`src/rtl/rtc_pkg.sv`:
```
`timescale 1ns/1ps
package rtc_pkg;

  localparam logic [3:0] IDX_SEC  = 4'd0;
  localparam logic [3:0] IDX_MIN  = 4'd2;
  localparam logic [3:0] IDX_HR   = 4'd4;
  localparam logic [3:0] IDX_DOW  = 4'd6;
  localparam logic [3:0] IDX_DOM  = 4'd7;
  localparam logic [3:0] IDX_MON  = 4'd8;
  localparam logic [3:0] IDX_YR   = 4'd9;
  localparam logic [3:0] IDX_CTLA = 4'd10;
  localparam logic [3:0] IDX_CTLB = 4'd11;
  localparam logic [3:0] IDX_CTLD = 4'd13;

  typedef struct packed {
    logic [5:0] sec;
    logic [5:0] min;
    logic [4:0] hr;
    logic [2:0] dow;
    logic [4:0] dom;
    logic [3:0] mon;
    logic [6:0] yr;
  } cal_t;

  localparam cal_t CAL_RST = '{sec: 6'd0, min: 6'd0, hr: 5'd0, dow: 3'd1,
                               dom: 5'd1, mon: 4'd1, yr: 7'd0};

  function automatic logic [4:0] days_in_month(input logic [3:0] mon, input logic [6:0] yr);
    case (mon)
      4'd2:                     return (yr[1:0] == 2'd0) ? 5'd29 : 5'd28;
      4'd4, 4'd6, 4'd9, 4'd11: return 5'd30;
      default:                  return 5'd31;
    endcase
  endfunction

  function automatic logic [7:0] encode_val(input logic [6:0] v, input logic bin);
    logic [6:0] tens, ones;
    tens = v / 7'd10;
    ones = v - tens * 7'd10;
    return bin ? {1'b0, v} : {tens[3:0], ones[3:0]};
  endfunction

  function automatic logic [6:0] decode_val(input logic [7:0] c, input logic bin);
    logic [6:0] hi;
    hi = {3'b000, c[7:4]};
    return bin ? c[6:0] : hi * 7'd10 + {3'b000, c[3:0]};
  endfunction

endpackage

```
`src/rtl/rtc_divider.sv`:
```
`timescale 1ns/1ps
module rtc_divider #(
  parameter int TPS  = 32768,
  parameter int LEAD = 8,
  parameter int HOLD = 65
) (
  input  logic clk_i,
  input  logic rst_ni,
  input  logic hold_i,
  input  logic freeze_i,
  output logic tick_o,
  output logic uip_o
);
  localparam int CW = $clog2(TPS);
  localparam logic [CW-1:0] LAST       = CW'(TPS - 1);
  localparam logic [CW-1:0] HALF       = CW'(TPS / 2);
  localparam logic [CW-1:0] LEAD_START = CW'(TPS - LEAD);

  logic [CW-1:0] cnt_q;
  logic          tail;

  always_ff @(posedge clk_i or negedge rst_ni) begin
    if (!rst_ni)            cnt_q <= HALF;
    else if (hold_i)        cnt_q <= HALF;   // release lands half a second early
    else if (cnt_q == LAST) cnt_q <= '0;
    else                    cnt_q <= cnt_q + 1'b1;
  end

  generate
    if (HOLD > 0) begin : g_tail
      localparam logic [CW-1:0] HOLD_END = CW'(HOLD);
      assign tail = (cnt_q < HOLD_END);
    end else begin : g_no_tail
      assign tail = 1'b0;
    end
  endgenerate

  assign tick_o = !hold_i && !freeze_i && (cnt_q == LAST);
  assign uip_o  = !hold_i && !freeze_i && ((cnt_q >= LEAD_START) || tail);
endmodule

```
`src/rtl/rtc_counters.sv`:
```
`timescale 1ns/1ps
module rtc_counters
  import rtc_pkg::*;
(
  input  logic       clk_i,
  input  logic       rst_ni,
  input  logic       tick_i,
  input  logic       ld_i,
  input  logic [3:0] ld_idx_i,
  input  logic [6:0] ld_val_i,
  output cal_t       cal_o
);
  cal_t q, nxt;

  always_comb begin
    nxt = q;
    if (q.sec != 6'd59) nxt.sec = q.sec + 6'd1;
    else begin
      nxt.sec = '0;
      if (q.min != 6'd59) nxt.min = q.min + 6'd1;
      else begin
        nxt.min = '0;
        if (q.hr != 5'd23) nxt.hr = q.hr + 5'd1;
        else begin
          nxt.hr  = '0;
          nxt.dow = (q.dow == 3'd7) ? 3'd1 : q.dow + 3'd1;
          if (q.dom != days_in_month(q.mon, q.yr)) nxt.dom = q.dom + 5'd1;
          else begin
            nxt.dom = 5'd1;
            if (q.mon != 4'd12) nxt.mon = q.mon + 4'd1;
            else begin
              nxt.mon = 4'd1;
              nxt.yr  = (q.yr == 7'd99) ? 7'd0 : q.yr + 7'd1;
            end
          end
        end
      end
    end
  end

  always_ff @(posedge clk_i or negedge rst_ni) begin
    if (!rst_ni) q <= CAL_RST;
    else if (ld_i) begin
      case (ld_idx_i)
        IDX_SEC: q.sec <= ld_val_i[5:0];
        IDX_MIN: q.min <= ld_val_i[5:0];
        IDX_HR:  q.hr  <= ld_val_i[4:0];
        IDX_DOW: q.dow <= ld_val_i[2:0];
        IDX_DOM: q.dom <= ld_val_i[4:0];
        IDX_MON: q.mon <= ld_val_i[3:0];
        IDX_YR:  q.yr  <= ld_val_i;
        default: ;
      endcase
    end else if (tick_i) q <= nxt;
  end

  assign cal_o = q;
endmodule

```
`src/rtl/rtc_calendar_clock.sv`:
```
`timescale 1ns/1ps
module rtc_calendar_clock
  import rtc_pkg::*;
#(
  parameter int TICKS_PER_SEC = 32768,
  parameter int UIP_LEAD      = 8,
  parameter int UIP_HOLD      = 65
) (
  input  logic       clk_i,
  input  logic       rst_ni,
  input  logic [3:0] addr_i,
  input  logic       wr_en_i,
  input  logic [7:0] wdata_i,
  output logic [7:0] rdata_o
);
  logic [2:0] div_sel_q;
  logic       set_q, bin_q, h24_q;
  logic       div_hold, tick, uip, is_time, ld;
  logic [6:0] wr_plain, wr_mag, wr_hr, ld_val;
  logic [6:0] hr7, h12;
  logic [7:0] h12_enc, hr_enc;
  cal_t       cal;

  assign div_hold = (div_sel_q[2:1] == 2'b11);

  always_ff @(posedge clk_i or negedge rst_ni) begin
    if (!rst_ni) begin
      div_sel_q <= 3'b010;
      set_q     <= 1'b0;
      bin_q     <= 1'b0;
      h24_q     <= 1'b1;
    end else if (wr_en_i) begin
      if (addr_i == IDX_CTLA) div_sel_q <= wdata_i[6:4];
      if (addr_i == IDX_CTLB) begin
        set_q <= wdata_i[7];
        bin_q <= wdata_i[2];
        h24_q <= wdata_i[1];
      end
    end
  end

  rtc_divider #(.TPS(TICKS_PER_SEC), .LEAD(UIP_LEAD), .HOLD(UIP_HOLD)) u_div (
    .clk_i, .rst_ni, .hold_i(div_hold), .freeze_i(set_q), .tick_o(tick), .uip_o(uip)
  );

  always_comb begin
    case (addr_i)
      IDX_SEC, IDX_MIN, IDX_HR, IDX_DOW, IDX_DOM, IDX_MON, IDX_YR: is_time = 1'b1;
      default: is_time = 1'b0;
    endcase
  end

  // time writes are dropped inside the update window unless frozen
  assign ld = wr_en_i && is_time && (set_q || !uip);

  always_comb begin
    wr_plain = decode_val(wdata_i, bin_q);
    wr_mag   = decode_val({1'b0, wdata_i[6:0]}, bin_q);
    wr_hr    = ((wr_mag == 7'd12) ? 7'd0 : wr_mag) + (wdata_i[7] ? 7'd12 : 7'd0);
    ld_val   = (addr_i == IDX_HR && !h24_q) ? wr_hr : wr_plain;
  end

  rtc_counters u_cnt (
    .clk_i, .rst_ni, .tick_i(tick), .ld_i(ld), .ld_idx_i(addr_i), .ld_val_i(ld_val), .cal_o(cal)
  );

  always_comb begin
    hr7     = 7'(cal.hr);
    h12     = (hr7 == 7'd0) ? 7'd12 : ((hr7 > 7'd12) ? hr7 - 7'd12 : hr7);
    h12_enc = encode_val(h12, bin_q);
    hr_enc  = h24_q ? encode_val(hr7, bin_q) : {hr7 >= 7'd12, h12_enc[6:0]};
    case (addr_i)
      IDX_SEC:  rdata_o = encode_val(7'(cal.sec), bin_q);
      IDX_MIN:  rdata_o = encode_val(7'(cal.min), bin_q);
      IDX_HR:   rdata_o = hr_enc;
      IDX_DOW:  rdata_o = encode_val(7'(cal.dow), bin_q);
      IDX_DOM:  rdata_o = encode_val(7'(cal.dom), bin_q);
      IDX_MON:  rdata_o = encode_val(7'(cal.mon), bin_q);
      IDX_YR:   rdata_o = encode_val(cal.yr, bin_q);
      IDX_CTLA: rdata_o = {uip, div_sel_q, 4'b0000};
      IDX_CTLB: rdata_o = {set_q, 4'b0000, bin_q, h24_q, 1'b0};
      IDX_CTLD: rdata_o = 8'h80;
      default:  rdata_o = 8'h00;
    endcase
  end
endmodule

```
`config.mk`:
```
export PLATFORM = sky130hd
export DESIGN_NAME = rtc_calendar_clock
export DESIGN_NICKNAME = d
export VERILOG_FILES = /design/src/rtl/rtc_pkg.sv /design/src/rtl/rtc_divider.sv /design/src/rtl/rtc_counters.sv /design/src/rtl/rtc_calendar_clock.sv
export SDC_FILE = /design/constraint.sdc
export NUM_CORES = 1
export LEC_CHECK = 0
export CAP_MARGIN = 30
export CORE_UTILIZATION = 45
export CTS_BUF_LIST = sky130_fd_sc_hd__clkbuf_16
export DETAILED_ROUTE_END_ITERATION = 10
export DONT_BUFFER_PORTS = 1
export PLACE_DENSITY = 0.6
export SKIP_CTS_REPAIR_TIMING = 1
export SLEW_MARGIN = 0
export SYNTH_ARGS = -nofsm -noshare
export SYNTH_HDL_FRONTEND = slang
export SYNTH_SLANG_ARGS = --single-unit
```
`constraint.sdc`:
```
create_clock -name clk_i -period 8.3 [get_ports clk_i]
set_clock_uncertainty 0.05 [all_clocks]
set_input_delay 1.66 -clock clk_i [delete_from_list [all_inputs] [get_ports clk_i]]
set_output_delay 1.66 -clock clk_i [all_outputs]
set_load 0.1 [all_outputs]
```
==> Word level (Yosys, flattened, before mapping) <==
Cells that the tools add are included.
{ "word_totals": {"output_inout_bits": 8, "ff_bits": 57, "in_bits": 15, "elab_cells": 163} }
{ "op_classes": {"n_div": 8, "add_sub_neg": 20, "n_reduce_logical": 27, "n_eq_ne": 36, "magnitude_cmp": 4, "mul": 10, "muxes": 46} }
{ "op_table": {"columns": ["op", "count"], "rows": [
  ["8-bit case mux with 10 select lines", 1],
  ["36-bit two-way mux", 2],
  ["7-bit two-way mux", 10],
  ["8-bit two-way mux", 8],
  ["7-bit by 3-bit multiplier with 3-bit output (second input constant)", 8],
  ["5-bit two-way mux", 7],
  ["15-bit two-way mux", 2],
  ["30-bit two-way mux", 1],
  ["4-bit equality test (second input constant)", 7],
  ["4-bit subtractor", 7],
  ["24-bit two-way mux", 1],
  ["6-bit two-way mux", 4],
  ["7-bit by 4-bit adder with 7-bit output", 3],
  ["4-bit by 3-bit equality test with 1-bit output (second input constant)", 5],
  ["19-bit two-way mux", 1],
  ["15-bit by 1-bit adder with 15-bit output (second input constant)", 1],
  ["15-bit equality test (second input constant)", 1],
  ["15-bit >= comparator (second input constant)", 1],
  ["15-bit by 7-bit < comparator with 1-bit output (second input constant)", 1],
  ["5-bit by 4-bit divider with 7-bit output (second input constant)", 2],
  ["6-bit by 4-bit divider with 7-bit output (second input constant)", 2],
  ["7-bit by 4-bit divider with 7-bit output (second input constant)", 2],
  ["2-bit by 1-bit != test with 1-bit output (second input constant)", 7],
  ["6-bit by 1-bit adder with 6-bit output (second input constant)", 2],
  ["other kinds (42)", 65]
]} }

==> Depth between registers and ports, before layout <==
Gate-level depths: netlist of the first run.
{ "logic_depth": {"ltp_word": 13, "ltp_mapped": 29, "mapped_depth_nobuf": 28} }

==> Hierarchy <==
A second synthesis of the first run with hierarchy kept.
{ "hier_totals": {"cells_unflattened": 775, "hier_area_um2": 6269.8} }
{ "by_module_without_submodules": {"columns": ["mod", "area_each_um2", "instances", "seq_area_each_um2", "cells_per_inst"], "rows": [
  ["rtc_calendar_clock", 2959.1, 1, 152.6, 405],
  ["rtc_counters", 2524.9, 1, 904.6, 285],
  ["rtc_divider", 785.8, 1, 376.6, 85]
]} }

==> Least setup slack after synthesis of the first run <==
No wires, ideal clock.
{ "synth_path": {"path_kind": "register -> output", "startpoint": "reg u_cnt.q (netlist bit u_cnt.cal_o[21])", "endpoint": "out rdata_o[2]", "path_slack_ns": -0.183, "t_required_ns": 6.590, "path_stages_with_launch": 29, "path_buffers": 1, "arrival_time_ns": 6.773, "cell_sequence": "dfrtp_1 -> ha_1 -> inv_1 -> ha_1 -> clkbuf_1 -> a21oi_1 -> o21a_1 -> a21oi_1 -> ha_1 -> inv_1 -> a2111oi_0 -> o22ai_1 -> inv_1 -> ha_1 -> inv_1 -> a21oi_1 -> a2bb2oi_1 -> ha_1 -> nand3b_1 -> nand2_1 -> a31oi_1 -> or2_2 -> ha_1 -> inv_1 -> fa_1 -> nor2_1 -> a211oi_1 -> a21oi_1 -> o21ai_0"} }
{ "synth_between": {"elab_chain_cells": 9, "word_cells_on_any_way": 15, "classes_between": "add/sub (3); mul (2); div (2); order compare (1); mux (6); reduce/logical (1)"} }
{ "synth_lines": {"columns": ["item", "line", "source"], "rows": [
  ["from (decl)", "rtc_counters.sv:13", "cal_t q, nxt;"],
  ["from (signal assigned)", "rtc_counters.sv:54", "end else if (tick_i) q <= nxt;"],
  ["5-bit by 4-bit subtractor with 6-bit output or 5-bit by 4-bit > comparator with 1-bit output (tied branches)", "rtc_calendar_clock.sv:69", "h12 = (hr7 == 7'd0) ? 7'd12 : ((hr7 > 7'd12) ? hr7 - 7'd12 : hr7);"],
  ["7-bit two-way mux (2 in series)", "rtc_calendar_clock.sv:69", null],
  ["7-bit by 4-bit divider with 7-bit output", "rtc_pkg.sv:38", "tens = v / 7'd10;"],
  ["7-bit by 3-bit multiplier with 3-bit output", "rtc_pkg.sv:39", "ones = v - tens * 7'd10;"],
  ["4-bit subtractor", "rtc_pkg.sv:39", null],
  ["7-bit two-way mux", "rtc_pkg.sv:40", "return bin ? {1'b0, v} : {tens[3:0], ones[3:0]};"],
  ["8-bit two-way mux (*)", "rtc_calendar_clock.sv:71", "hr_enc = h24_q ? encode_val(hr7, bin_q) : {hr7 >= 7'd12, h12_enc[6:0]};"],
  ["8-bit case mux with 10 select lines (*)", "rtc_calendar_clock.sv:72", "case (addr_i)"],
  ["to (decl)", "rtc_calendar_clock.sv:14", "output logic [7:0] rdata_o"]
]} }
Every way passes the cells marked *; elsewhere a longest branch is shown, timed or not.

==> Worst setup path in the final report of the first run <==
Ends and elaborated chain as after synthesis.

==> flow_summary.ini, run 1 <==
[critical_path]
critical_path_buf_inv_count = 6
crit_type = flop to output port
crit_slowest_cell = dfrtp_2
crit_path_frequent_cell = ha_1
cp_top_family = compound AO/OA/AOI/OAI gates
slowest_delay_ns = 0.49
worstPathRequired_ns = 6.59
startpoint_type = flop
arrival_ns = 6.17
critPathCaptureType = output port
path_max_fanout = 12

[global_routing]
use_met2_pct = 44.46
track_usage_pct = 28.58
grt_pass1_wl_um = 32290
use_met1_pct = 37.62
grt_pass1_vias = 5995
use_met3_pct = 6.250
grt.overflow.total = 0
top_usage_layer = met2
grt_max_degree = 58
antenna_found_initial = 0

[finish]
nets = 878
syn_to_final_growth_pct = 8.702
n_antenna_cell = 0
final_cells = 978
regArea_mm2 = 0.001439
layout-drive-gt1-share_pct = 9.023
fin_util_pct = 50.08
multiInputGateArea_mm2 = 0.004576
fillers = 1334

[floorplan]
dieArea_mm2 = 0.01464
core_mm2 = 0.01383
pin_count = 23
die_w_um = 121.0
fp.dieH_um = 121.0
rows = 43
floorplan.initialDensity_pct = 46.07

[placed_design]
place.gp.congestion = 0.9357
dp_hpwl_um = 14630
portBuffers = 0
placed_cells = 962

[timing]
clock.fmax_mhz = 126.8
fin_hold_ws_ns = 0.4762
setup_tns_ns = 0
fin_crit_sh_pct = 94.99
tightest_slew_ns = 1.005
finalCriticalPeriod_ns = 7.884
setup_viol = 0
slew_headroom_pct = 32.45
drv_slew = 0
hold_viol_final = 0
rsz0062_at_grt = false

[clocking]
clk_pin_slew_worst_paths_ns = 0.06
cts_buffers = 9
clockRootBuffer = clkbuf_16
clock-sinks = 57
cts_tree = done
cts_buffer_depth = 2
clk_latency_ns = 0.35
h-tree-depth = 3

[pwr]
total_power_mw = 1.872
leakage_nw = 2.905
ir_drop_uv = 196.6
powerDensity_mw_per_mm2 = 270.3

[synthesis]
synth_top_family_by_area = compound AO/OA/AOI/OAI gates
synthMuxAreaShare_pct = 2.495
synth_edf_count = 0
avgSynthCellArea_um2 = 7.835
async_reset_ff_share_pct = 100.0
synth_cell_types = 80
synthFlopType = dfrtp_1
synth-adder-area-share_pct = 14.85
synthTopCellsByArea = dfrtp_1 (20%), ha_1 (12%), o21ai_0 (5.2%)
syn_nets = 898
synth_top_area_share_pct = 20.04
ys_seq_area_share_pct = 22.51
synth-compound-area-share_pct = 26.91
syn_inst = 813
yosys_warnings = 0
ys_ff_latch = 57
synth-simple-area-share_pct = 21.76
synth_area_mm2 = 0.006370
yosysTopAreaCell = dfrtp_1
synth_xor_area_share_pct = 5.087

[detailed_routing]
vias_per_cell = 6.313
num_vias = 6174
wl_per_cell_um = 20.14
dr.pass1.iters = 10
drt-initial-drc-count = 473
wirelength_um = 19690
antenna_left = 0
drc = 2

[outcome]
outcome = complete, but fails checks
violations = design-rule violations

[worst_hold_path]
min_path_type = flop to flop

[run]
cap_violations = 0
==> worst reg2reg max path: cells and delay by family, from the launching register on <==
family	cells	cell delay (ns)
simple gates	5	1.37
compound gates	4	1.39
flops	1	0.61
mux	1	0.60
buf+inv	2	0.54
fa+ha+maj	1	0.26
==> metrics by stage <==
stage               cell area, µm²  setup WS [ns]
floorplan                     6370         0.3155
global placement              6477         0.8859
detailed placement            6623         0.6775
CTS                           6910         0.2641
global route                  6924       0.009333
finish                        6924         0.4157
==> final timing paths <==
path | startpoint | endpoint | slack, ns | depth (start not counted)
hold / removal | u_cnt.cal_o[16]$_DFFE_PN1P_ | u_cnt.cal_o[16]$_DFFE_PN1P_ | 0.48 | 2
hold reg to reg | u_cnt.cal_o[16]$_DFFE_PN1P_ | u_cnt.cal_o[16]$_DFFE_PN1P_ | 0.48 | 2
setup / recovery | u_cnt.cal_o[21]$_DFFE_PN0P_ | rdata_o[2] | 0.42 | 28
min in group asynchronous | rst_ni | u_cnt.cal_o[8]$_DFFE_PN0P_ | 0.96 | 0
max in group asynchronous | rst_ni | div_sel_q[1]$_DFFE_PN1P_ | 7.06 | 0
setup reg to reg | bin_q$_DFFE_PN0P_ | u_cnt.cal_o[5]$_DFFE_PN0P_ | 3.37 | 13
==> synth_stat cells (5+ instances only) <==
library cell	n
dfstp_2	6
o21ai_1	8
or3_1	8
nor2b_1	6
o21ai_0	66
nor3_1	15
mux2_2	7
fa_1	8
xnor2_1	20
o22ai_1	8
inv_1	53
dfrtp_1	51
a211oi_1	5
o31ai_1	13
nand3_1	31
ha_1	62
a21o_1	5
mux2i_1	8
nand2b_1	16
xor2_1	17
a221oi_1	6
nor2_1	76
or2_2	7
a22oi_1	7
nand2_1	70
buf_2	6
o211ai_1	16
nand3b_1	6
and3_1	7
nor4_1	7
a222oi_1	5
nand4_1	7
o221ai_1	9
a22o_1	10
a31oi_1	12
a21oi_1	41
clkbuf_1	30
==> sequential cells by signal, indices dropped and copies added, names as in the netlist <==
register and cells:
bin_q 1, set_q 1, div_sel_q 3, h24_q 1, u_cnt.cal_o 36, u_div.cnt_q 15
==> cell usage in the layout (no fill, tap or decap), types with 12 or more instances in the layout <==
master and count:
a21oi_1 41, a31oi_1 12, dfrtp_1 47, ha_1 61
inv_1 54, nand2_1 70, nand2b_1 16, nand3_1 31
nor2_1 75, nor3_1 15, o211ai_1 16, o21ai_0 63
o31ai_1 12, xnor2_1 20, xor2_1 17
==> cell families (layout without fill, tap and decap cells) <==
family                     Yosys count  count (layout)
muxes                               15              15
xor gates and xnor gates            37              37
buffers and inverters               98              83
and+or+nand+nor                    280             280
DFF                                 57              57
AOI/OAI and AO/OA                  255             255
adders and majority gates           71              71
==> cell type report <==
cell class,instances,area share (%)
multi-input cells,658,66.08
flip-flops and latches,57,20.78
clock buffers,9,3.253
well taps,180,3.253
inverters,55,2.982
repair buffers,12,2.747
clock inverters,7,0.9035
==> routing by layer <==
layer	vias to the layer above	share of wire [%]
met5	-	0
met2	205	45
met1	2993	45
met3	46	6.5
met4	0	3.8
li1	2930	-
==> power by group <==
part	internal, mW	switching [mW]
Sequential	0.348	0.137
Clock	0.229	0.148
Combinational	0.406	0.603
Total	0.983	0.888
(Power assumes the default switching activity.)
==> run 2: changes to the inputs <==
--- a/config.mk
+++ b/config.mk
@@ -10,7 +10,7 @@
 export CTS_BUF_LIST = sky130_fd_sc_hd__clkbuf_16
 export DETAILED_ROUTE_END_ITERATION = 10
 export DONT_BUFFER_PORTS = 1
-export PLACE_DENSITY = 0.6
+export PLACE_DENSITY = 0.58
 export SKIP_CTS_REPAIR_TIMING = 1
 export SLEW_MARGIN = 0
 export SYNTH_ARGS = -nofsm -noshare
==> run 2 against run 1 <==
Compared with the run above:
- cell area increased by 0.14%
- global-route usage decreased by 0.24 points
- maximum frequency increased by 1.3%
- flip-flop and latch count unchanged
- sequential power decreased by 1%
- the flow now finishes without violations
- largest power group unchanged
- register-to-register slack improved by 0.34 ns
- sequential share of layout area about the same
- non-clock buffer count increased by 1
==> flow_summary.ini, run 2 (same netlist as run 1, synthesis figures left out) <==
[outcome]
outcome = complete, no violations

[global_routing]
grt_max_degree = 65
track_usage_pct = 28.34
antenna_found_initial = 0
grt_pass1_vias = 5770
grt_pass1_wl_um = 31760
grt.overflow.total = 0

[finish]
fillers = 1309
largest_reg_flops = 36
layout-drive-gt1-share_pct = 9.387
syn_to_final_growth_pct = 8.859
final_cell_mix = nor2_1 (75), nand2_1 (70), o21ai_0 (63)
n_antenna_cell = 0
final_cells = 979
stdcell_area_mm2 = 0.006934
final_common_cell = nor2_1
nets = 879

[detailed_routing]
num_vias = 6152
drc = 0
dr.pass1.iters = 6
wl_per_cell_um = 20.13
wirelength_um = 19710
drt-initial-drc-count = 530
antenna_left = 0
vias_per_cell = 6.284

[pwr]
combinationalPowerShare_pct = 53.8
p_int_mw = 0.9874
leakage_nw = 2.908
powerDensity_mw_per_mm2 = 272.8
ir_drop_uv = 130.0
seqPwrFrac_pct = 25.2
swShare_pct = 47.79
power_frac_clock_pct = 20.9
power_switching_mw = 0.9039

[placed_design]
dp_hpwl_um = 14750
post_dp_cell_area_mm2 = 0.006615
portBuffers = 0
placed_cells = 963
dpl_worst_slack_ns = 0.5360
place.gp.congestion = 0.9124

[critical_path]
worstPathRequired_ns = 6.59
path_max_fanout = 12
slowest_delay_ns = 0.50
critPathCaptureType = output port
startpoint_type = flop
arrival_ns = 6.08
crit_slowest_cell = dfrtp_2
crit_type = flop to output port

[worst_hold_path]
min_path_type = flop to flop

[floorplan]
floorplan.initialDensity_pct = 46.07
pin_count = 23
rows = 43
die_w_um = 121.0
dieArea_mm2 = 0.01464
fp.dieH_um = 121.0
core_mm2 = 0.01383

[timing]
worst_slack_ns = 0.5142
setup_tns_ns = 0
tightest_slew_ns = 1.027
finalCriticalPeriod_ns = 7.786
slew_headroom_pct = 31.03
setup_viol = 0
drv_slew = 0
rsz0062_at_grt = false
fin_crit_sh_pct = 93.81
hold_viol_final = 0
clock.fmax_mhz = 128.4

[clocking]
cts_tree = done
h-tree-depth = 3
cts_buffer_depth = 2
clk_pin_slew_worst_paths_ns = 0.06
cts_buffers = 9
clock-sinks = 57
clk_latency_ns = 0.35
clockRootBuffer = clkbuf_16

[run]
cap_violations = 0
## run 2: final timing paths
path                            cells after the start  slack [ns]                          end                   startpoint
worst max-delay path                               29        0.51                   rdata_o[2]  u_cnt.cal_o[21]$_DFFE_PN0P_
worst min-delay path                                1        0.48     u_div.cnt_q[0]$_DFF_PN0_     u_div.cnt_q[0]$_DFF_PN0_
worst max register to register                     14        3.71  u_cnt.cal_o[35]$_DFFE_PN0P_            bin_q$_DFFE_PN0P_
worst min register to register                      1        0.48     u_div.cnt_q[0]$_DFF_PN0_     u_div.cnt_q[0]$_DFF_PN0_
max in group asynchronous                           0        7.05            h24_q$_DFFE_PN1P_                       rst_ni
min in group asynchronous                           0        0.95     div_sel_q[2]$_DFFE_PN0P_                       rst_ni
## run 2: cell type report
class / instances / area (µm²) / share of cell area (%)
clock buffers: 9 / 225.2 / 3.248
flip-flops and latches: 57 / 1439 / 20.75
multi-input cells: 658 / 4579 / 66.04
clock inverters: 7 / 76.32 / 1.101
well taps: 180 / 225.2 / 3.248
inverters: 55 / 206.4 / 2.977
repair buffers: 13 / 182.7 / 2.634
## run 2: per-layer routing
metal / wire length [µm] / up-vias / track usage (%)
met2: 8772 / 194 / 43.50
met5: 0 / - / 0
li1: - / 2950 / -
met3: 1404 / 40 / 7.472
met1: 8919 / 2968 / 37.93
met4: 611 / 0 / 10.65
## run 2: power groups by stage
stage	Clock [mW]	Sequential [mW]	Combinational, mW
global route	0.409	0.492	1.13
global placement	0	0.477	0.954
floorplan	0	0.410	0.794
finish	0.396	0.478	1.02
detailed placement	0	0.478	0.999
CTS	0.398	0.474	1.01
## run 2: per-stage QoR
step / hold WS, ns / power, mW / utilization [%]
2_1_floorplan: 0.4293 / 1.204 / -
3_3_place_gp: 0.4628 / 1.430 / 46.85
3_5_place_dp: 0.4696 / 1.477 / 47.84
4_1_cts: 0.4776 / 1.878 / 50.02
5_1_grt: 0.5142 / 2.033 / 50.15
6_report: 0.4805 / 1.891 / 50.15
## run 2: critical path, delay by kind of cell, from the launching register on
family | cells | cell delay (ns)
AO/OA/AOI/OAI | 8 | 1.73
AND/OR/NAND/NOR | 6 | 0.66
buffers and inverters | 7 | 0.80
adder cells (fa/ha/maj) | 7 | 1.85
multiplexers | 1 | 0.15
flip-flops | 1 | 0.50
==> run 3: changes to the inputs <==
--- a/config.mk
+++ b/config.mk
@@ -6,11 +6,11 @@
 export NUM_CORES = 1
 export LEC_CHECK = 0
 export CAP_MARGIN = 30
-export CORE_UTILIZATION = 45
+export CORE_UTILIZATION = 30
 export CTS_BUF_LIST = sky130_fd_sc_hd__clkbuf_16
 export DETAILED_ROUTE_END_ITERATION = 10
 export DONT_BUFFER_PORTS = 1
-export PLACE_DENSITY = 0.58
+export PLACE_DENSITY = 0.42
 export SKIP_CTS_REPAIR_TIMING = 1
 export SLEW_MARGIN = 0
 export SYNTH_ARGS = -nofsm -noshare
==> run 3 against run 2 <==
Compared with the run above:
- critical path depth fell by 1
- core utilization fell by 16 points
- count of clock-buffer cells in the layout did not move
- register-to-register slack got worse by 0.06 ns
- die area rose by 49%
- total power rose by 1.1%
- cell area rose by 2.0%
- flip-flop and latch count did not move
- non-clock buffer count rose by 2
- critical path type unchanged
- largest cell class unchanged
==> flow_summary.ini, run 3 (same netlist as run 1, synthesis figures left out) <==
[finish]
nets = 881
fillers = 2163
largest_reg_flops = 36
final_common_cell = nor2_1
final_cell_mix = nor2_1 (75), nand2_1 (70), o21ai_0 (63)
n_antenna_cell = 0
multiInputGateArea_mm2 = 0.004577
syn_to_final_growth_pct = 11.06
regArea_mm2 = 0.001438
layout-drive-gt1-share_pct = 9.613

[global_routing]
track_usage_pct = 20.77
grt_pass1_wl_um = 34870
grt_pass1_vias = 5930
antenna_found_initial = 0
grt_max_degree = 58
grt.overflow.total = 0

[critical_path]
crit_slowest_cell = dfrtp_2
startpoint_type = flop
slowest_delay_ns = 0.50
critPathCaptureType = output port
path_max_fanout = 12
arrival_ns = 6.13
worstPathRequired_ns = 6.59
crit_type = flop to output port

[pwr]
powerDensity_mw_per_mm2 = 270.4
leakage_nw = 2.928
ir_drop_uv = 116.0

[timing]
setup_viol = 0
clock.fmax_mhz = 127.5
tightest_slew_ns = 1.023
fin_crit_sh_pct = 94.48
drv_slew = 0
rsz0062_at_grt = false
finalCriticalPeriod_ns = 7.841
slew_headroom_pct = 31.25
worst_slack_ns = 0.4586
setup_tns_ns = 0
hold_viol_final = 0
fin_hold_ws_ns = 0.4747

[run]
cap_violations = 0

[worst_hold_path]
min_path_type = flop to flop

[detailed_routing]
drc = 0
vias_per_cell = 5.687
drt-initial-drc-count = 477
num_vias = 6091
antenna_left = 0
wl_per_cell_um = 20.33
wirelength_um = 21780
dr.pass1.iters = 8

[floorplan]
dieArea_mm2 = 0.02182
rows = 52
core_mm2 = 0.02049
floorplan.initialDensity_pct = 31.08
fp.dieH_um = 147.7
die_w_um = 147.7
pin_count = 23

[placed_design]
portBuffers = 0
place.gp.congestion = 0.9445
dpl_worst_slack_ns = 0.5897
dp_hpwl_um = 16450

[clocking]
clock-sinks = 57
h-tree-depth = 3
clk_pin_slew_worst_paths_ns = 0.06
clockRootBuffer = clkbuf_16
cts_tree = done
cts_buffers = 9
cts_buffer_depth = 2
clk_latency_ns = 0.35

[outcome]
outcome = complete, no violations
run 3: changes by cell type in the layout (fill, tap and decap cells not counted), sizes merged:
cell,previous run,this run
clkinvlp,1,0
buf,13,15
inv,58,59
run 3: worst paths after layout:
path                                        startpoint                           to  slack [ns]  cells past startpoint
max                        u_cnt.cal_o[21]$_DFFE_PN0P_                   rdata_o[2]        0.46                     28
min                           u_div.cnt_q[0]$_DFF_PN0_     u_div.cnt_q[0]$_DFF_PN0_        0.47                      1
max reg2reg                          bin_q$_DFFE_PN0P_  u_cnt.cal_o[35]$_DFFE_PN0P_        3.65                     14
min reg2reg                   u_div.cnt_q[0]$_DFF_PN0_     u_div.cnt_q[0]$_DFF_PN0_        0.47                      1
max in group asynchronous                       rst_ni     div_sel_q[1]$_DFFE_PN1P_        7.05                      0
min in group asynchronous                       rst_ni  u_cnt.cal_o[10]$_DFFE_PN0P_        0.95                      0
run 3: critical path, delay by kind of cell (launching register included):
family                   cells  cell delay, ns
AO/OA/AOI/OAI               10            2.13
adder cells (fa/ha/maj)      7            1.93
buffers and inverters        6            0.69
flip-flops                   1            0.50
AND/OR/NAND/NOR              5            0.53
run 3: per-stage QoR:
stage          utilization (%)  area, µm²  total power, mW  cells
3_5_place_dp             32.92       6746            1.497   1055
3_3_place_gp             32.19       6598            1.466   1047
5_1_grt                  34.52       7074            2.068   1071
2_1_floorplan                -       6370            1.204    813
4_1_cts                  34.43       7057            1.918   1071
6_report                 34.52       7074            1.913   1071
run 3: cell type report:
class                           instances  area share [%]
Timing Repair Buffer                   15           2.901
Multi-Input combinational cell        658           64.70
Clock inverter                          7           1.203
Sequential cell                        57           20.32
Clock buffer                            9           3.184
Inverter                               55           2.918
Tap cell                              270           4.775
run 3: layer usage:
layer | vias up | part of all wire [%] | track usage [%]
li1 | 2930 | - | -
met3 | 25 | 4.2 | 3.858
met4 | 0 | 2.1 | 6.031
met1 | 2978 | 48 | 29.04
met5 | - | 0 | 0
met2 | 158 | 45 | 32.41
run 3: where the power goes:
part           leakage, nW  total [mW]  switching, mW  internal, mW
sequential           0.691       0.483          0.135         0.348
combinational         2.08        1.03          0.617         0.408
clock                0.153       0.404          0.165         0.239
total                 2.93        1.91          0.918         0.995
